## src/rtl/stu_pkg.sv

```systemverilog
package stu_pkg;
  typedef enum logic [1:0] {LN_HEAD, LN_WORD, LN_TAIL} line_kind_e;
  typedef enum logic [2:0] {S_IDLE, S_SEND, S_RREQ, S_RWAIT, S_FIN} walk_state_e;

  localparam logic [7:0] ASC_CR = 8'h0D;
  localparam logic [7:0] ASC_LF = 8'h0A;
  localparam logic [7:0] ASC_SP = 8'h20;

  function automatic logic [7:0] hex_ascii(input logic [3:0] n);
    return (n < 4'd10) ? (8'h30 + {4'h0, n}) : (8'h37 + {4'h0, n});
  endfunction

  function automatic logic [7:0] dec_ascii(input int unsigned d);
    return 8'h30 + 8'(d);
  endfunction
endpackage

```

## src/rtl/stu_wrap_ctr.sv

```systemverilog
module stu_wrap_ctr #(
  parameter int unsigned LIMIT = 2,
  parameter int unsigned W     = (LIMIT > 1) ? $clog2(LIMIT) : 1
) (
  input  logic         clk,
  input  logic         rst,
  input  logic         clr,
  input  logic         inc,
  output logic [W-1:0] q,
  output logic         at_max
);
  assign at_max = (q == W'(LIMIT - 1));

  always_ff @(posedge clk) begin
    if (rst || clr)  q <= '0;
    else if (inc)    q <= at_max ? '0 : q + 1'b1;
  end
endmodule

```

## src/rtl/stu_line_fmt.sv

```systemverilog
module stu_line_fmt
  import stu_pkg::*;
#(
  parameter int unsigned CYL_W    = 8,
  parameter int unsigned HEAD_W   = 1,
  parameter int unsigned SECT_W   = 2,
  parameter int unsigned DATA_W   = 16,
  parameter int unsigned LINE_MAX = 16,
  parameter int unsigned IDX_W    = 4,
  parameter int unsigned LEN_W    = 5
) (
  input  line_kind_e                  kind,
  input  logic [CYL_W-1:0]            cyl,
  input  logic [HEAD_W-1:0]           head,
  input  logic [SECT_W-1:0]           sect,
  input  logic [DATA_W-1:0]           word,
  output logic [LINE_MAX-1:0][7:0]    bytes,
  output logic [LEN_W-1:0]            len
);
  localparam int unsigned NIB = DATA_W / 4;

  logic [NIB-1:0][7:0] hexc;
  for (genvar g = 0; g < NIB; g++) begin : g_hex
    assign hexc[g] = hex_ascii(word[DATA_W-1-4*g -: 4]);
  end

  always_comb begin
    logic [IDX_W-1:0] n;
    int unsigned cv;
    cv    = 32'(cyl);
    bytes = '0;
    n     = '0;
    unique case (kind)
      LN_HEAD: begin
        if (cv >= 100) begin bytes[n] = dec_ascii(cv / 100); n = n + 1'b1; end
        if (cv >= 10)  begin bytes[n] = dec_ascii((cv / 10) % 10); n = n + 1'b1; end
        bytes[n] = dec_ascii(cv % 10);     n = n + 1'b1;
        bytes[n] = ASC_SP;                 n = n + 1'b1;
        bytes[n] = dec_ascii(32'(head));   n = n + 1'b1;
        bytes[n] = ASC_SP;                 n = n + 1'b1;
        bytes[n] = dec_ascii(32'(sect));   n = n + 1'b1;
      end
      LN_WORD: begin
        for (int i = 0; i < NIB; i++) bytes[i] = hexc[i];
        n = IDX_W'(NIB);
      end
      default: begin
        if (!word[0] && !word[1]) begin
          bytes[0] = "O"; bytes[1] = "K"; n = IDX_W'(2);
        end else begin
          bytes[0] = "E"; bytes[1] = "R"; bytes[2] = "R"; n = IDX_W'(3);
          if (word[0]) begin
            bytes[n] = ASC_SP; n = n + 1'b1; bytes[n] = "S"; n = n + 1'b1;
            bytes[n] = "Y";    n = n + 1'b1; bytes[n] = "N"; n = n + 1'b1;
            bytes[n] = "C";    n = n + 1'b1;
          end
          if (word[1]) begin
            bytes[n] = ASC_SP; n = n + 1'b1; bytes[n] = "D"; n = n + 1'b1;
            bytes[n] = "A";    n = n + 1'b1; bytes[n] = "T"; n = n + 1'b1;
            bytes[n] = "A";    n = n + 1'b1;
          end
        end
      end
    endcase
    bytes[n]                = ASC_CR;
    bytes[IDX_W'(n + 1'b1)] = ASC_LF;
    len = LEN_W'(n) + LEN_W'(2);
  end
endmodule

```

## src/rtl/stu_byte_tx.sv

```systemverilog
module stu_byte_tx #(
  parameter int unsigned LINE_MAX = 16,
  parameter int unsigned IDX_W    = 4,
  parameter int unsigned LEN_W    = 5
) (
  input  logic                     clk,
  input  logic                     rst,
  input  logic                     en,
  input  logic                     tx_ready,
  input  logic [LINE_MAX-1:0][7:0] bytes,
  input  logic [LEN_W-1:0]         len,
  output logic                     tx_valid,
  output logic [7:0]               tx_data,
  output logic                     last_acc
);
  logic [IDX_W-1:0] idx;
  logic             fire, at_end;

  assign tx_valid = en;
  assign tx_data  = bytes[idx];
  assign fire     = en && tx_ready;
  assign at_end   = (LEN_W'(idx) == len - LEN_W'(1));
  assign last_acc = fire && at_end;

  always_ff @(posedge clk) begin
    if (rst || !en)  idx <= '0;
    else if (fire)   idx <= at_end ? '0 : idx + 1'b1;
  end
endmodule

```

## src/rtl/sector_text_uploader.sv

```systemverilog
module sector_text_uploader
  import stu_pkg::*;
#(
  parameter int unsigned CYL_COUNT      = 203,
  parameter int unsigned HEAD_COUNT     = 2,
  parameter int unsigned SECT_COUNT     = 4,
  parameter int unsigned WORDS_PER_SECT = 321,
  parameter int unsigned DATA_W         = 16
) (
  input  logic        clk,
  input  logic        rst,
  input  logic        start,
  output logic        done,
  output logic        rd_req,
  output logic [$clog2(CYL_COUNT)+$clog2(HEAD_COUNT)+$clog2(SECT_COUNT)
                +$clog2(WORDS_PER_SECT+1)-1:0] rd_addr,
  input  logic        rd_valid,
  input  logic [DATA_W-1:0] rd_data,
  output logic        tx_valid,
  input  logic        tx_ready,
  output logic [7:0]  tx_data
);
  localparam int unsigned CYL_W    = $clog2(CYL_COUNT);
  localparam int unsigned HEAD_W   = $clog2(HEAD_COUNT);
  localparam int unsigned SECT_W   = $clog2(SECT_COUNT);
  localparam int unsigned WORD_W   = $clog2(WORDS_PER_SECT + 1);
  localparam int unsigned NIB      = DATA_W / 4;
  localparam int unsigned LINE_MAX = (NIB + 2 > 16) ? NIB + 2 : 16;
  localparam int unsigned IDX_W    = $clog2(LINE_MAX);
  localparam int unsigned LEN_W    = $clog2(LINE_MAX + 1);

  walk_state_e             state;
  line_kind_e              kind;
  logic [WORD_W-1:0]       word_idx;
  logic [DATA_W-1:0]       word_q;
  logic [CYL_W-1:0]        cyl;
  logic [HEAD_W-1:0]       head;
  logic [SECT_W-1:0]       sect;
  logic                    cyl_max, head_max, sect_max, geo_last;
  logic                    walk_clr, walk_step, last_acc;
  logic [LINE_MAX-1:0][7:0] line_bytes;
  logic [LEN_W-1:0]        line_len;

  assign walk_clr  = (state == S_IDLE) && start;
  assign geo_last  = cyl_max && head_max && sect_max;
  assign walk_step = last_acc && (kind == LN_TAIL) && !geo_last;

  stu_wrap_ctr #(.LIMIT(SECT_COUNT), .W(SECT_W)) u_sect (
    .clk(clk), .rst(rst), .clr(walk_clr), .inc(walk_step),
    .q(sect), .at_max(sect_max));
  stu_wrap_ctr #(.LIMIT(HEAD_COUNT), .W(HEAD_W)) u_head (
    .clk(clk), .rst(rst), .clr(walk_clr), .inc(walk_step && sect_max),
    .q(head), .at_max(head_max));
  stu_wrap_ctr #(.LIMIT(CYL_COUNT), .W(CYL_W)) u_cyl (
    .clk(clk), .rst(rst), .clr(walk_clr), .inc(walk_step && sect_max && head_max),
    .q(cyl), .at_max(cyl_max));

  stu_line_fmt #(
    .CYL_W(CYL_W), .HEAD_W(HEAD_W), .SECT_W(SECT_W), .DATA_W(DATA_W),
    .LINE_MAX(LINE_MAX), .IDX_W(IDX_W), .LEN_W(LEN_W)
  ) u_fmt (
    .kind(kind), .cyl(cyl), .head(head), .sect(sect), .word(word_q),
    .bytes(line_bytes), .len(line_len));

  stu_byte_tx #(.LINE_MAX(LINE_MAX), .IDX_W(IDX_W), .LEN_W(LEN_W)) u_tx (
    .clk(clk), .rst(rst), .en(state == S_SEND), .tx_ready(tx_ready),
    .bytes(line_bytes), .len(line_len),
    .tx_valid(tx_valid), .tx_data(tx_data), .last_acc(last_acc));

  assign rd_req  = (state == S_RREQ);
  assign rd_addr = {cyl, head, sect, word_idx};
  assign done    = (state == S_FIN);

  always_ff @(posedge clk) begin
    if (rst) begin
      state    <= S_IDLE;
      kind     <= LN_HEAD;
      word_idx <= '0;
      word_q   <= '0;
    end else begin
      unique case (state)
        S_IDLE: if (start) begin
          state <= S_SEND;
          kind  <= LN_HEAD;
        end
        S_SEND: if (last_acc) begin
          unique case (kind)
            LN_HEAD: begin word_idx <= '0;              state <= S_RREQ; end
            LN_WORD: begin word_idx <= word_idx + 1'b1; state <= S_RREQ; end
            default: begin
              if (geo_last) state <= S_FIN;
              else          kind  <= LN_HEAD;
            end
          endcase
        end
        S_RREQ: state <= S_RWAIT;
        S_RWAIT: if (rd_valid) begin
          word_q <= rd_data;
          kind   <= (word_idx == WORD_W'(WORDS_PER_SECT)) ? LN_TAIL : LN_WORD;
          state  <= S_SEND;
        end
        default: state <= S_IDLE;
      endcase
    end
  end
endmodule

```

## config.mk

```make
export PLATFORM = sky130hd
export DESIGN_NAME = sector_text_uploader
export DESIGN_NICKNAME = d
export VERILOG_FILES = /design/src/rtl/stu_pkg.sv /design/src/rtl/stu_wrap_ctr.sv /design/src/rtl/stu_line_fmt.sv /design/src/rtl/stu_byte_tx.sv /design/src/rtl/sector_text_uploader.sv
export SDC_FILE = /design/constraint.sdc
export NUM_CORES = 1
export LEC_CHECK = 0
export BUFFER_PORTS_ARGS = -buffer_cell sky130_fd_sc_hd__buf_2
export CAP_MARGIN = 10
export CORE_AREA = 3 3 131 133
export CTS_CLUSTER_SIZE = 8
export DETAILED_ROUTE_END_ITERATION = 10
export DIE_AREA = 0 0 134 136
export GPL_ROUTABILITY_DRIVEN = 0
export GPL_TIMING_DRIVEN = 0
export SYNTH_ARGS = -nofsm -noshare
export SYNTH_HDL_FRONTEND = slang
export SYNTH_SLANG_ARGS = --single-unit
```

## constraint.sdc

```tcl
create_clock -name clk -period 7.66 [get_ports clk]
set_clock_uncertainty 0.2 [all_clocks]
set_input_delay 0.383 -clock clk [delete_from_list [all_inputs] [get_ports clk]]
set_output_delay 0.383 -clock clk [all_outputs]
set_load 0.03 [all_outputs]
```

---- Word level (Yosys, flattened, before mapping) ----
Index checks and enable logic that the tools add are counted.
word-level totals
  bits in registers ....................... 45
  input port bits ......................... 21
  output and inout port bits .............. 31
  logic and storage cells ................. 234
cells by class
  add/subtract/negate cells ............... 32
  divide/modulo/power cells ............... 4
  magnitude comparators ................... 33
  equal/unequal tests ..................... 16
  mux-type cells .......................... 76
  bitwise logic cells ..................... 27
  reductions and logical operators ........ 38
operators by type and width
  cell                                                         number
  bitwise mux 128 bit                                          4
  demux 8 bit (select 4 bit)                                   13
  AND 96 bit                                                   4
  2-to-1 mux 128 bit                                           3
  NOT 96 bit                                                   4
  NOT 112 bit                                                  3
  AND 112 bit                                                  2
  case mux 96 bit (2 select lines)                             1
  2-to-1 mux 8 bit                                             21
  AND 80 bit                                                   2
  NOT 80 bit                                                   2
  OR 32 bit                                                    4
  AND 56 x 112 -> 112 bit                                      1
  2-to-1 mux 112 bit                                           1
  OR 48 bit                                                    2
  2-to-1 mux 40 bit                                            2
  less-than comparator 4 x 5 -> 1 bit (second input constant)  14
  case mux 32 bit (2 select lines)                             1
  adder 6 x 4 -> 7 bit (first input constant)                  8
  adder 4 x 1 -> 4 bit (second input constant)                 13
  >= comparator 4 x 1 -> 1 bit (second input constant)         13
  2-to-1 mux 39 bit                                            1
  2-to-1 mux 4 bit                                             9
  binary-select mux 8 bit (select 4 bit)                       1
  48 further kinds                                             97

---- Depth between registers and ports, before layout ----
Gate-level depths: netlist (run 1).
  word-level depth ........................ 21
  gate-level depth with buffers ........... 31
  depth with buffers taken out ............ 30

---- Modules after synthesis ----
From an unflattened synthesis (run 1), not the netlist that was laid out.
unflattened totals
  cells, all modules ...................... 951
  area total of the unflattened synthesis .. 7025.5 um2
by module, submodules not included
  module                  instances  cells an instance  area each (um2)
  stu_line_fmt            1          605                3764.9
  sector_text_uploader    1          165                1365.1
  stu_byte_tx             1          126                1352.5
  stu_wrap_ctr at u_cyl   1          43                 401.6
  stu_wrap_ctr at u_sect  1          8                  95.1
  stu_wrap_ctr at u_head  1          4                  46.3

---- Least setup slack after synthesis (run 1) ----
OpenSTA, ideal clock, no wires.
  kind .................................... reg-to-output
  start ................................... register u_cyl.q[5]
  end ..................................... output port tx_data[5]
  data arrival time ....................... 5.611 ns
  path slack .............................. 1.466 ns
  stages on the path, launching flop included .. 32
  buffers on the path ..................... 1
  cells stage by stage .................... dfxtp_1 > buf_6 > nor2_4 > inv_1 > ha_1 > nand2b_1 > o21ai_2 > nand2_2 > inv_2 > o21ai_0 > o21ai_0 > nand2_1 > nand3_1 > ha_1 > and2_1 > and3_1 > nand2_1 > and4b_1 > a21o_1 > inv_1 > ha_1 > a211o_1 > a31oi_1 > xnor2_1 > nand2_1 > ha_1 > o211ai_1 > a22o_1 > a21oi_1 > o32ai_1 > a211oi_1 > a31oi_1
on the way
  cells in the longest elaborated chain, start to end .. 21
RTL lines
  element                                                           line                        RTL
  start: declaration                                                stu_wrap_ctr.sv:9           output logic [W-1:0] q,
  start signal: assignment                                          stu_wrap_ctr.sv:16          else if (inc) q <= at_max ? '0 : q + 1'b1;
  branches (longest 18 deep; another with divider 8 x 4 -> 32 bit)  --
  AND 96 bit (no source line) *                                     --
  binary-select mux 8 bit (select 4 bit) *                          stu_byte_tx.sv:20           assign tx_data = bytes[idx];
  2-to-1 mux 8 bit (not written as such) *                          stu_byte_tx.sv:20
  end: declaration                                                  sector_text_uploader.sv:21  output logic [7:0] tx_data
Mark *: on every way between the ends. The select of a mux whose other input is x is not followed.

---- Worst setup path in the final report (run 1) ----
  start ................................... register u_cyl.q[2]
  end ..................................... output port tx_data[3]
on the way
  cells in the longest elaborated chain, start to end .. 21
RTL lines
  element                                                           line
  branches (longest 18 deep; another with divider 8 x 4 -> 32 bit)  --
  OR 32 bit (no source line) *                                      --
  binary-select mux 8 bit (select 4 bit) *                          stu_byte_tx.sv:20
  2-to-1 mux 8 bit (not written as such) *                          stu_byte_tx.sv:20
Marks and branches as above.

==> flow_metrics.tcl, run 1 <==
set metrics [dict create \
    combPwrFrac_pct 15.8 \
    rsz0062_at_grt "false" \
    yosysTopAreaCellShare_pct 14.0 \
    fp.coreArea_sq_um 15900 \
    detailroute.via_count 7753 \
    fin_setup_tns_ns 0 \
    yosysWarnings 0 \
    synth_cell_types 86 \
    die_x_um 134 \
    drc 0 \
    finalNetCount 1090 \
    cts-root-buf "clkbuf_16" \
    period_share_pct 95.4 \
    ys.flop_type "dfxtp_1" \
    clk_latency_ns 0.29 \
    arrival_ns 6.73 \
    drt-total-wl_mm 23.0 \
    syn-num-nets 1033 \
    grtUsageTotal_pct 24.7 \
    crit_required_ns 7.08 \
    pwr_density_cell_nw_per_um2 75.5 \
    synthSimpleGateAreaFrac_pct 29.8 \
    synth-seq-cells 45 \
    antenna_found_initial 0 \
    num-fill-cells 1738 \
    p_sw_w 0.000149 \
    grt_pass1_vias 6985 \
    status "finished clean" \
    ys_async_sr_fraction_pct 0 \
    pre_cts_ws_ns 0.737 \
    critPathLaunchType "flop" \
    cp_max_fo 10 \
    antenna_cells 0 \
    slew_headroom_pct 34.2 \
    fin_ws_ns 0.351 \
    overflow 0 \
    cap_violations 0 \
    cts_post_setup_buffers_inserted 0 \
    ioPinCount 52 \
    timing.fmax_mhz 137 \
    firstDrtPassIters 8 \
    netlist_instances 976 \
    place_hpwl_mm 17.8 \
    grt_first_pass_wirelength_mm 37.1 \
    power.internal_w 0.000386 \
    cts_tree "built" \
    grt_max_degree 15 \
    synth-xor-area-share_pct 5.16 \
    syn_avg_cell_area_sq_um 6.58 \
    fin_crit_ns 7.31 \
    synth_top_family_by_area "compound AO/OA/AOI/OAI gates" \
    synth_edf_count 0 \
    p_leak_nw 2.55 \
    final_common_cell "nand2_1" \
    synth_compound_area_share_pct 35.0 \
    hold_violations 0 \
    cts_hold_buffers 0 \
    path_class "flop to primary output" \
    seqPwrFrac_pct 45.0 \
    setup_viol 0 \
    drtIter0Drc 976 \
    synth_fa_ha_area_share_pct 7.17 \
    rows 46 \
    ant_nets 0 \
    netSwitchingFraction_pct 27.8 \
    drive_above_1_share_pct 9.77 \
    vias_per_cell 6.20 \
    die_y_um 136 \
    p_clk_share_pct 39.2 \
    cts_htree_levels 2 \
    clk_pin_slew_worst_paths_ns 0.06 \
    cts_buffers 5 \
    post_drt_wl_per_cell_um 18.4 \
    muxShareOfSynthArea_pct 2.10 \
    ys_top_cells_by_area "dfxtp_1 (14%), nand2_1 (8.8%), a21oi_1 (7.6%)" \
    die-area_sq_um 18200 \
    clock_tree.buffer_depth 2 \
    syn2layout_area_growth_pct 10.4 \
    worstMarginPinSlew_ns 0.985 \
    clock-sinks 45 \
    synthesis.area_sq_um 6420 \
    final_cell_mix "nand2_1 (150), a21oi_1 (98), nor2_1 (94), o21ai_0 (65), buf_2 (58)" \
    yosysSeqAreaShare_pct 14.0 \
    initial_core_util_pct 40.3 \
    hold_class "primary input to flop" \
    peakVddDrop_uv 160 \
    placement.io_buffers 50 \
    finalMaxSlewViolations 0 \
    yosysTopAreaCell "dfxtp_1" \
    end_kind "primary output" \
]
-- state kept, by name, summed over array words and instances (netlist names) --
| signal | flops |
|---|---|
| state | 3 |
| u_cyl.q | 8 |
| word_idx | 9 |
| u_sect.q | 2 |
| word_q | 16 |
| u_tx.idx | 4 |
| u_head.at_max | 1 |
| kind | 2 |
-- cells in the mapped netlist, drive strengths merged (13+ instances only) --
master and n:
nand3 36, inv 34, dfxtp 45, clkbuf 47, nand4 16, nand2 152
nor2 96, ha 36, o211ai 15, xor2 13, nor3 20, a211oi 14
o21ai 70, xnor2 24, a21oi 100, buf 18, a31oi 27
-- worst paths after layout --
| path | start | end | slack [ns] | cells after the start |
|---|---|---|---|---|
| hold / removal | rd_data[2] | word_q[2] | 0.13 | 3 |
| hold reg to reg | word_q[12] | word_q[12] | 0.25 | 2 |
| setup / recovery | u_cyl.q[2] | tx_data[3] | 0.35 | 20 |
| setup reg to reg | u_cyl.q[2] | u_cyl.q[7] | 1.00 | 21 |
-- stage by stage --
step	area [sq um]	hold WS, ns	util (%)	std cells	total power (W)
after floorplan	6420	0.236	-	976	0.000301
after global placement	6940	0.247	43.5	1242	0.000328
after detailed placement	6940	0.248	43.5	1242	0.000328
after CTS	7090	0.126	44.4	1250	0.000540
after global routing	7090	0.142	44.5	1250	0.000557
final	7090	0.132	44.5	1250	0.000535
-- power groups by stage --
| stage | registers, W | clock network, W | logic (W) |
|---|---|---|---|
| floorplan | 0.000245 | 0 | 0.0000566 |
| global placement | 0.000246 | 0 | 0.0000827 |
| detailed placement | 0.000246 | 0 | 0.0000820 |
| CTS | 0.000241 | 0.000217 | 0.0000824 |
| global route | 0.000241 | 0.000223 | 0.0000924 |
| finish | 0.000241 | 0.000210 | 0.0000843 |
-- timing repair --
action                                  4_1_cts  5_1_grt
endpoints found under the setup margin        0        1
endpoints found under the hold margin         0        0
gates resized for setup                       0        1
-- critical path, cell delays in order, from the launching register on --
cell       delay (ns)
dfxtp_1          0.42
clkbuf_1         0.46
clkinv_1         0.46
nand2_1          0.16
a31o_2           0.31
inv_1            0.15
ha_1             0.22
clkbuf_1         0.22
clkbuf_1         0.38
o21ai_0          0.56
ha_1             0.24
clkbuf_1         0.24
clkbuf_1         0.50
a31oi_1          0.22
a2111oi_1        0.95
nand2_1          0.12
o32ai_1          0.15
a31o_2           0.17
o21ai_0          0.10
a21oi_1          0.17
buf_2            0.22
-- kinds of logic after synthesis --
group,Yosys count
AND/OR/NAND/NOR,402
AO/OA/AOI/OAI,340
buffers and inverters,102
flip-flops,45
XOR/XNOR,37
adder cells (fa/ha/maj),37
multiplexers,13
-- per-layer routing --
layer  GRT usage (%)  wire (um)  vias to the layer above
li1                -          -                     3702
met5               0          0                        -
met4            7.54        592                        0
met1            35.1      10300                     3530
met3            5.33       2380                       54
met2            37.4       9660                      467
-- cell type report --
| class | instances | area [sq um] | share of cell area (%) |
|---|---|---|---|
| multi-input cells | 829 | 5090 | 71.8 |
| flip-flops and latches | 45 | 901 | 12.7 |
| plain buffers | 65 | 295 | 4.17 |
| well taps | 216 | 270 | 3.81 |
| repair buffers | 50 | 250 | 3.53 |
| inverters | 37 | 139 | 1.96 |
| clock buffers | 6 | 129 | 1.82 |
| clock inverters | 2 | 15.0 | 0.212 |
No activity file was read; power rests on OpenSTA's default activity.
==> run 2, diff against run 1 <==
--- a/config.mk
+++ b/config.mk
@@ -7,10 +7,10 @@
 export LEC_CHECK = 0
 export BUFFER_PORTS_ARGS = -buffer_cell sky130_fd_sc_hd__buf_2
 export CAP_MARGIN = 10
-export CORE_AREA = 3 3 131 133
+export CORE_AREA = 3 3 108 162
 export CTS_CLUSTER_SIZE = 8
 export DETAILED_ROUTE_END_ITERATION = 10
-export DIE_AREA = 0 0 134 136
+export DIE_AREA = 0 0 111 165
 export GPL_ROUTABILITY_DRIVEN = 0
 export GPL_TIMING_DRIVEN = 0
 export SYNTH_ARGS = -nofsm -noshare
==> constraint.sdc (replaced) <==
create_clock -name clk -period 6.1 [get_ports clk]
set_clock_uncertainty 0.2 [all_clocks]
set_input_delay 0.305 -clock clk [delete_from_list [all_inputs] [get_ports clk]]
set_output_delay 0.305 -clock clk [all_outputs]
set_load 0.03 [all_outputs]
==> flow_metrics.tcl, run 2 (synthesis results as in run 1) <==
set metrics [dict create \
    fin_setup_tns_ns -0.0705 \
    final_common_cell "nand2_1" \
    wl_met3_mm 1.43 \
    hold_violations 0 \
    fin_ws_ns -0.0705 \
    setup_viol 1 \
    slew_headroom_pct 42.9 \
    grt_pass1_vias 7579 \
    path_class "flop to primary output" \
    final_cells 1264 \
    drtIter0Drc 896 \
    wl_met2_mm 12.2 \
    combPwrFrac_pct 15.0 \
    clk_latency_ns 0.30 \
    wl_met1_mm 9.76 \
    crit_required_ns 5.59 \
    vias_per_cell 6.25 \
    finalNetCount 1114 \
    place_hpwl_mm 19.0 \
    drc 0 \
    die_x_um 111 \
    pwr_density_cell_nw_per_um2 96.5 \
    firstDrtPassIters 8 \
    violations "setup timing" \
    peakVddDrop_uv 146 \
    detailroute.via_count 7895 \
    die_y_um 165 \
    placement.io_buffers 50 \
    status "finished with violations" \
    final_cell_mix "nand2_1 (150), a21oi_1 (91), nor2_1 (90), o21ai_0 (60), buf_2 (55)" \
    post_drt_wl_per_cell_um 19.8 \
    p_leak_nw 2.83 \
    netSwitchingFraction_pct 28.2 \
    grt_max_degree 17 \
    ioPinCount 52 \
    cts_htree_levels 2 \
    die-area_sq_um 18300 \
    period_share_pct 101 \
    rows 57 \
    fp.coreArea_sq_um 16200 \
    arrival_ns 5.67 \
    cap_violations 0 \
    clock_tree.buffer_depth 2 \
    seqPwrFrac_pct 40.7 \
    p_sw_w 0.000209 \
    fin_crit_ns 6.17 \
    clk_pin_slew_worst_paths_ns 0.07 \
    cp_max_fo 6 \
    grtUsageTotal_pct 26.0 \
    cts_tree "built" \
    largest_reg_flops 16 \
    antenna_cells 0 \
    holdWs_ns 0.0416 \
    dpl.cell_count 1232 \
    ant_nets 0 \
    p_clk_share_pct 44.3 \
    grt_first_pass_wirelength_mm 39.2 \
    timing.fmax_mhz 162 \
    cts-root-buf "clkbuf_16" \
    cts_hold_buffers 0 \
    clock-sinks 45 \
    drt-total-wl_mm 25.1 \
    initial_core_util_pct 39.7 \
    cts_buffers 5 \
    top_regs "word_q x16, word_idx x9, u_cyl.q x8" \
    antenna_found_initial 0 \
    rsz0062_at_grt "true" \
    overflow 0 \
    r2r-start "u_cyl.q[3]" \
    drive_above_1_share_pct 17.5 \
    syn2layout_area_growth_pct 19.4 \
    worstMarginPinSlew_ns 0.849 \
    hold_class "primary input to flop" \
    startpoint "u_cyl.q[5]" \
    end_kind "primary output" \
    critPathLaunchType "flop" \
    top_layer_used "met4" \
    finalMaxSlewViolations 0 \
    power.internal_w 0.000531 \
    largest_register "word_q" \
    hold_path_startpoint "rd_data[8]" \
]
==> run 2: cell types whose count changed in the layout (fill, tap and decap cells not counted), sizes merged <==
cell,change
buf,+23
bufinv,+1
clkinv,+1
clkinvlp,-2
inv,+1
==> run 2: what timing repair did <==
| item | CTS | global route |
|---|---|---|
| pin swaps | 11 | 25 |
| buffers inserted | 8 | 19 |
| gates resized for setup | 36 | 58 |
| endpoints found under the setup margin | 15 | 13 |
==> run 2: worst max-delay path: stages (launching register included) <==
cell and delay (ns):
dfxtp_4 0.37, nor2_4 0.12, inv_2 0.06, ha_4 0.24, nand2b_4 0.17, o21ai_4 0.22
nand2_4 0.11, inv_4 0.09, buf_4 0.12, a2111o_1 0.25, buf_6 0.14, a21oi_2 0.05
or4_4 0.55, and4b_2 0.28, buf_4 0.15, a211oi_2 0.40, nor3_1 0.15, mux2i_2 0.38
ha_4 0.28, o211ai_1 0.20, a22o_1 0.20, a21oi_2 0.10, o32ai_2 0.28, a211oi_2 0.09
a31oi_2 0.21, buf_6 0.15
==> run 2: metrics by stage <==
step           utilization, %  instance area [sq um]  power [W]  setup slack [ns]
2_1_floorplan               -                   6430   0.000379             0.134
3_3_place_gp             42.8                   6940   0.000414            -0.805
3_5_place_dp             42.8                   6940   0.000414            -0.768
4_1_cts                  45.1                   7310   0.000743           -0.0571
5_1_grt                  47.4                   7670   0.000767            -0.241
6_report                 47.4                   7670   0.000740           -0.0705
==> run 2: area by class of cell <==
cell class / instances / area (sq um)
repair buffers: 77 / 467
flip-flops and latches: 45 / 907
inverters: 37 / 143
fillers: 1697 / 8520
clock inverters: 3 / 50.0
clock buffers: 5 / 125
plain buffers: 62 / 300
multi-input cells: 829 / 5420
well taps: 206 / 258
==> run 2: path summary, 6_finish.rpt <==
path                            slack, ns  depth (start not counted)          to
worst max register to register       0.50                         20  u_cyl.q[7]
worst min register to register       0.26                          2  word_q[12]
worst min-delay path                 0.04                          3   word_q[8]
worst max-delay path                -0.07                         25  tx_data[5]
==> run 2: power by group through the flow <==
stage / combinational [W] / clock (W) / sequential [W]
6_report: 0.000111 / 0.000328 / 0.000301
5_1_grt: 0.000121 / 0.000344 / 0.000302
4_1_cts: 0.000108 / 0.000333 / 0.000302
3_5_place_dp: 0.000105 / 0 / 0.000309
3_3_place_gp: 0.000105 / 0 / 0.000309
2_1_floorplan: 0.0000713 / 0 / 0.000308
==> run 2: routing by layer <==
layer | track usage, % | up-vias
met3 | 3.67 | 124
met4 | 16.1 | 0
li1 | - | 3739
met5 | 0 | -
met1 | 28.6 | 3622
met2 | 47.1 | 410
